<file path="src/rtl/pwm_lockstep_pkg.sv">
package pwm_lockstep_pkg;
    localparam int CTRL_W = 9;
    localparam int B_EN   = 0;
    localparam int B_DPOL = 3;
    localparam int B_IPOL = 4;
    localparam int B_LOCK = 6;

    // both polarity bits positive out of reset
    localparam logic [CTRL_W-1:0] CTRL_RST   = 9'h018;
    // bit 7 is not implemented
    localparam logic [CTRL_W-1:0] CTRL_WMASK = 9'h17F;

    typedef enum logic [1:0] {
        ST_OFF  = 2'd0,
        ST_RUN  = 2'd1,
        ST_HOLD = 2'd2
    } run_state_e;

    typedef enum logic [1:0] {
        SEL_CNT  = 2'd0,
        SEL_PER  = 2'd1,
        SEL_DUTY = 2'd2,
        SEL_CTRL = 2'd3
    } reg_sel_e;
endpackage

</file>
<file path="src/rtl/pwm_lockstep_regs.sv">
module pwm_lockstep_regs
    import pwm_lockstep_pkg::*;
#(
    parameter int W  = 32,
    parameter int AW = 4
) (
    input  logic              clk,
    input  logic              rst_n,
    input  logic              bus_valid,
    input  logic              bus_write,
    input  logic [AW-1:0]     bus_addr,
    input  logic [W-1:0]      bus_wdata,
    input  logic [W-1:0]      cnt,
    output logic [W-1:0]      bus_rdata,
    output logic [W-1:0]      per_sh,
    output logic [W-1:0]      duty_sh,
    output logic [CTRL_W-1:0] ctrl
);
    reg_sel_e sel;
    logic     wr_hit;

    assign sel    = reg_sel_e'(bus_addr[3:2]);
    assign wr_hit = bus_valid && bus_write && (bus_addr[1:0] == 2'b00);

    always_ff @(posedge clk or negedge rst_n) begin
        if (!rst_n) begin
            per_sh  <= '0;
            duty_sh <= '0;
            ctrl    <= CTRL_RST;
        end else if (wr_hit) begin
            unique case (sel)
                SEL_PER:  per_sh  <= bus_wdata;
                SEL_DUTY: duty_sh <= bus_wdata;
                SEL_CTRL: ctrl    <= bus_wdata[CTRL_W-1:0] & CTRL_WMASK;
                default:  ;
            endcase
        end
    end

    always_comb begin
        unique case (sel)
            SEL_CNT:  bus_rdata = cnt;
            SEL_PER:  bus_rdata = per_sh;
            SEL_DUTY: bus_rdata = duty_sh;
            default:  bus_rdata = {{(W-CTRL_W){1'b0}}, ctrl};
        endcase
    end
endmodule

</file>
<file path="src/rtl/pwm_lockstep_core.sv">
module pwm_lockstep_core
    import pwm_lockstep_pkg::*;
#(
    parameter int W = 32
) (
    input  logic         clk,
    input  logic         rst_n,
    input  logic [W-1:0] per_sh,
    input  logic [W-1:0] duty_sh,
    input  logic         dpol_sh,
    input  logic         en,
    input  logic         lock,
    input  logic         ipol,
    output run_state_e   st,
    output logic [W-1:0] cnt,
    output logic [W-1:0] per_act,
    output logic [W-1:0] duty_act,
    output logic         dpol_act,
    output logic         pwm_out
);
    run_state_e st_q, st_d;
    logic       wrap;
    logic       take;

    // next state
    always_comb begin
        st_d = st_q;
        unique case (st_q)
            ST_OFF:  if (en) st_d = lock ? ST_HOLD : ST_RUN;
            ST_RUN:  if (!en) st_d = ST_OFF; else if (lock) st_d = ST_HOLD;
            ST_HOLD: if (!en) st_d = ST_OFF; else if (!lock) st_d = ST_RUN;
            default: st_d = ST_OFF;
        endcase
    end

    // state register
    always_ff @(posedge clk or negedge rst_n) begin
        if (!rst_n) st_q <= ST_OFF;
        else        st_q <= st_d;
    end

    assign wrap = (per_act == '0) || (cnt == per_act - W'(1));
    // entry load ignores lock; wrap load needs lock clear
    assign take = en && ((st_q == ST_OFF) || (wrap && !lock));

    always_ff @(posedge clk or negedge rst_n) begin
        if (!rst_n) begin
            cnt      <= '0;
            per_act  <= '0;
            duty_act <= '0;
            dpol_act <= 1'b1;
        end else begin
            if (st_q == ST_OFF || !en || wrap) cnt <= '0;
            else                               cnt <= cnt + W'(1);
            if (take) begin
                per_act  <= per_sh;
                duty_act <= duty_sh;
                dpol_act <= dpol_sh;
            end
        end
    end

    // output process
    always_comb begin
        unique case (st_q)
            ST_OFF:  pwm_out = ipol;
            default: pwm_out = ((per_act != '0) && (cnt < duty_act)) ? dpol_act : ~dpol_act;
        endcase
    end

    assign st = st_q;
endmodule

</file>
<file path="src/rtl/pwm_lockstep.sv">
module pwm_lockstep
    import pwm_lockstep_pkg::*;
#(
    parameter int W  = 32,
    parameter int AW = 4
) (
    input  logic          clk,
    input  logic          rst_n,
    input  logic          bus_valid,
    input  logic          bus_write,
    input  logic [AW-1:0] bus_addr,
    input  logic [W-1:0]  bus_wdata,
    output logic [W-1:0]  bus_rdata,
    output logic          pwm_out
);
    logic [W-1:0]      per_sh, duty_sh;
    logic [CTRL_W-1:0] ctrl;
    logic [W-1:0]      cnt_q, per_act, duty_act;
    logic              dpol_act;
    logic              ctl_lock;
    run_state_e        run_st;

    assign ctl_lock = ctrl[B_LOCK];

    pwm_lockstep_regs #(.W(W), .AW(AW)) u_regs (
        .clk       (clk),
        .rst_n     (rst_n),
        .bus_valid (bus_valid),
        .bus_write (bus_write),
        .bus_addr  (bus_addr),
        .bus_wdata (bus_wdata),
        .cnt       (cnt_q),
        .bus_rdata (bus_rdata),
        .per_sh    (per_sh),
        .duty_sh   (duty_sh),
        .ctrl      (ctrl)
    );

    pwm_lockstep_core #(.W(W)) u_core (
        .clk      (clk),
        .rst_n    (rst_n),
        .per_sh   (per_sh),
        .duty_sh  (duty_sh),
        .dpol_sh  (ctrl[B_DPOL]),
        .en       (ctrl[B_EN]),
        .lock     (ctl_lock),
        .ipol     (ctrl[B_IPOL]),
        .st       (run_st),
        .cnt      (cnt_q),
        .per_act  (per_act),
        .duty_act (duty_act),
        .dpol_act (dpol_act),
        .pwm_out  (pwm_out)
    );
endmodule

</file>
<file path="config.mk">
export PLATFORM = sky130hd
export DESIGN_NAME = pwm_lockstep
export DESIGN_NICKNAME = d
export VERILOG_FILES = /design/src/rtl/pwm_lockstep_pkg.sv /design/src/rtl/pwm_lockstep_regs.sv /design/src/rtl/pwm_lockstep_core.sv /design/src/rtl/pwm_lockstep.sv
export SDC_FILE = /design/constraint.sdc
export NUM_CORES = 1
export LEC_CHECK = 0
export BUFFER_PORTS_ARGS = -buffer_cell sky130_fd_sc_hd__buf_4
export CORE_MARGIN = 2
export CORE_UTILIZATION = 60
export CTS_BUF_LIST = sky130_fd_sc_hd__clkbuf_8
export CTS_CLUSTER_DIAMETER = 200
export DETAILED_ROUTE_END_ITERATION = 8
export PLACE_DENSITY = 0.8
export RECOVER_POWER = 25
export SLEW_MARGIN = 20
export SYNTH_ARGS = -nofsm -noshare
export SYNTH_HDL_FRONTEND = slang
export SYNTH_SLANG_ARGS = --single-unit
</file>
<file path="constraint.sdc">
create_clock -name clk -period 8.8 [get_ports clk]
set_input_delay 2.64 -clock clk [delete_from_list [all_inputs] [get_ports clk]]
set_output_delay 2.64 -clock clk [all_outputs]
set_load 0.01 [all_outputs]
</file>
==> results.yml <==
status:
  outcome: "complete, no violations"
synth:
  synth_top_area_share: 0.440
  synthArstFlopShare: 1.00
  synth_ff_type: "dfrtp_1"
  avgSynthCellArea_um2: 11.5
  syn_nets: 905
  synth-edff-count: 0
  yosys_warnings: 0
  synth-seq-cells: 171
  synth_largest_area_cell: "dfrtp_1"
  netlist_instances: 832
  syn_area_mm2: 0.00956
  synth.area.top_cells: "dfrtp_1 44%, mux2_4 9.1%, mux2_2 9.0%, ha_1 4.3%, xnor2_1 3.8%"
  synth.distinct_cells: 58
  synth_seq_area_share: 0.448
power:
  pwr-share-seq: 0.455
  worst_ir_drop_vdd_uv: 171
  power_frac_comb: 0.346
  p_int_mw: 1.73
  cellPowerDensity_mw_per_mm2: 248
  clock_power_share: 0.198
  leakage_nw: 4.86
  netSwitchingPower_mw: 0.893
  p_sw_frac: 0.341
worst_setup_path:
  worst-path-max-fanout: 35
  reg2reg_depth: 12
  critPathCaptureType: "output pin"
  path_class: "primary input to output pin"
  crit_required_ps: 6160
  r2r-end: "u_core.duty_act[31]"
  startpoint_type: "primary input"
  reg2reg_from: "u_core.per_act[0]"
  arrival_ps: 4110
  r2r_setup_slack_ps: 3270
floorplanning:
  die_height_um: 130
  dieArea_mm2: 0.0170
  num_rows: 46
  die_width_um: 130
  core-area_mm2: 0.0157
  start_util: 0.608
  io_pins: 73
grt:
  grt_max_degree: 103
  antenna_found_initial: 0
  grt_pass1_vias: 6546
  grt_util_all_layers: 0.256
  grt_pass1_wl_um: 33600
  grt_overflow_total: 0
layout:
  layout-drive-gt1-share: 0.293
  stdcell_count: 1120
  syn2layout_area_growth_pct: 10.6
  nets: 964
  design_area_mm2: 0.0106
  num_antenna_cells: 0
clock_network:
  cts_tree: "yes"
  post-cts-setup-buffers: 0
  cts_resized: 0
  clockBufferDepth: 2
  clk_pin_slew_ps: 90
  cts-root-buf: "clkbuf_8"
  clock_sinks: 171
  cts_hold_buf: 0
  numCtsBuffers: 17
  h-tree-depth: 4
  worstSkewPairLatency_ps: 470
drt:
  drt-total-wl_um: 20100
  drc: 0
  dr.pass1.iters: 5
  drtAntennaViolNets: 0
  wire_per_inst_um: 18.0
  num_vias: 6433
  via_per_inst: 5.74
  first_iter_violations: 469
min_path:
  hold_path_depth: 1
  worstHoldEndpoint: "u_regs.ctrl[1]"
  hp-class: "register to register"
  worstHoldStart: "u_regs.ctrl[1]"
sta:
  layout_min_cycle_time_ps: 6750
  fin_ws_ps: 2050
  worst_slew_pin_slew_ps: 926
  slew_headroom: 0.383
  finalSetupViolations: 0
  max_freq_mhz: 148
  rsz0062_at_grt: "false"
  fin_skew_ps: 18.2
  finalSetupTns_ps: 0
  hold_viol: 0
  slew_violations: 0
  finalCritPeriodShare: 0.767
place:
  dp_cells: 1088
  placed_area_mm2: 0.0102
  pre_cts_slack_ps: 1650
  hpwlAfterDp_um: 14100
  place_congestion: 0.838
  port_buffers: 72
job:
  drv_cap: 0
metrics by stage:
step	utilization	total power, mW	hold WS [ps]
after floorplan	-	1.87	445
after global placement	0.649	2.07	482
after detailed placement	0.649	2.11	490
after CTS	0.672	2.63	512
after global routing	0.673	2.78	522
final	0.673	2.62	508
cells in the mapped netlist (all sizes together), types with 12 or more instances:
| cell | count |
|---|---|
| mux2i | 24 |
| xor2 | 32 |
| inv | 37 |
| clkbuf | 21 |
| nand4 | 12 |
| mux2 | 134 |
| nand2 | 56 |
| ha | 33 |
| o21ai | 35 |
| xnor2 | 42 |
| dfrtp | 168 |
| nor3 | 16 |
| nor2 | 67 |
| nand3 | 22 |
| buf | 17 |
registers in the layout (all words and copies together), names as in the netlist:
name / cells
u_regs.duty_sh: 32
u_core.cnt: 32
u_core.duty_act: 32
u_core.st: 2
u_core.per_act: 32
u_core.dpol_act: 1
u_regs.ctrl: 8
u_regs.per_sh: 32
power groups by stage:
| stage | clock (mW) | sequential (mW) | combinational, mW |
|---|---|---|---|
| CTS | 0.530 | 1.19 | 0.912 |
| finish | 0.520 | 1.19 | 0.907 |
| global route | 0.561 | 1.22 | 1.00 |
| detailed placement | 0 | 1.20 | 0.907 |
| global placement | 0 | 1.19 | 0.876 |
| floorplan | 0 | 1.12 | 0.747 |
per-layer routing:
metal	GRT usage	up-vias	part of all wire
met5	0	-	0
met4	0.0677	0	0.016
met3	0.0513	22	0.040
met2	0.416	115	0.48
met1	0.356	3234	0.46
li1	-	3062	-
worst max path at each step:
stage | start | to | slack, ps | cells past startpoint
floorplan | bus_addr[2] | bus_rdata[10] | 1800 | 5
global route | bus_addr[3] | bus_rdata[14] | 1930 | 5
detailed placement | bus_addr[3] | bus_rdata[23] | 1650 | 5
CTS | bus_addr[3] | bus_rdata[23] | 1640 | 5
finish | bus_addr[3] | bus_rdata[23] | 2050 | 5
global placement | bus_addr[3] | bus_rdata[28] | 1780 | 5
cell families after synthesis:
| logic type | synth area share |
|---|---|
| xor gates and xnor gates | 0.0678 |
| adders and majority gates | 0.0442 |
| muxes | 0.225 |
| AOI/OAI and AO/OA | 0.0580 |
| DFF | 0.448 |
| and+or+nand+nor | 0.120 |
| buffers and inverters | 0.0376 |
worst max-delay path: stages:
cell	delay (ps)
buf_4	360
nor2b_4	680
nand2_1	120
o21ai_0	120
buf_4	160
placed cells by master (no fill, tap or decap), drive strengths merged, types with 9 or more instances in the layout:
master / count
a21oi: 9
buf: 78
clkbuf: 20
dfrtp: 168
ha: 33
inv: 43
mux2: 134
mux2i: 24
nand2: 56
nand3: 22
nand4: 12
nor2: 67
nor3: 16
nor4: 10
o21ai: 35
xnor2: 42
xor2: 32
cell type report:
class                           count  area, µm²
Clock buffer                       20        275
Clock inverter                     12       88.8
Fill cell                        1235       5140
Inverter                           37        139
Multi-Input combinational cell    586       4920
Sequential cell                   171       4280
Tap cell                          216        270
Timing Repair Buffer               78        589
Note: power is estimated with default switching activity, not from simulation.
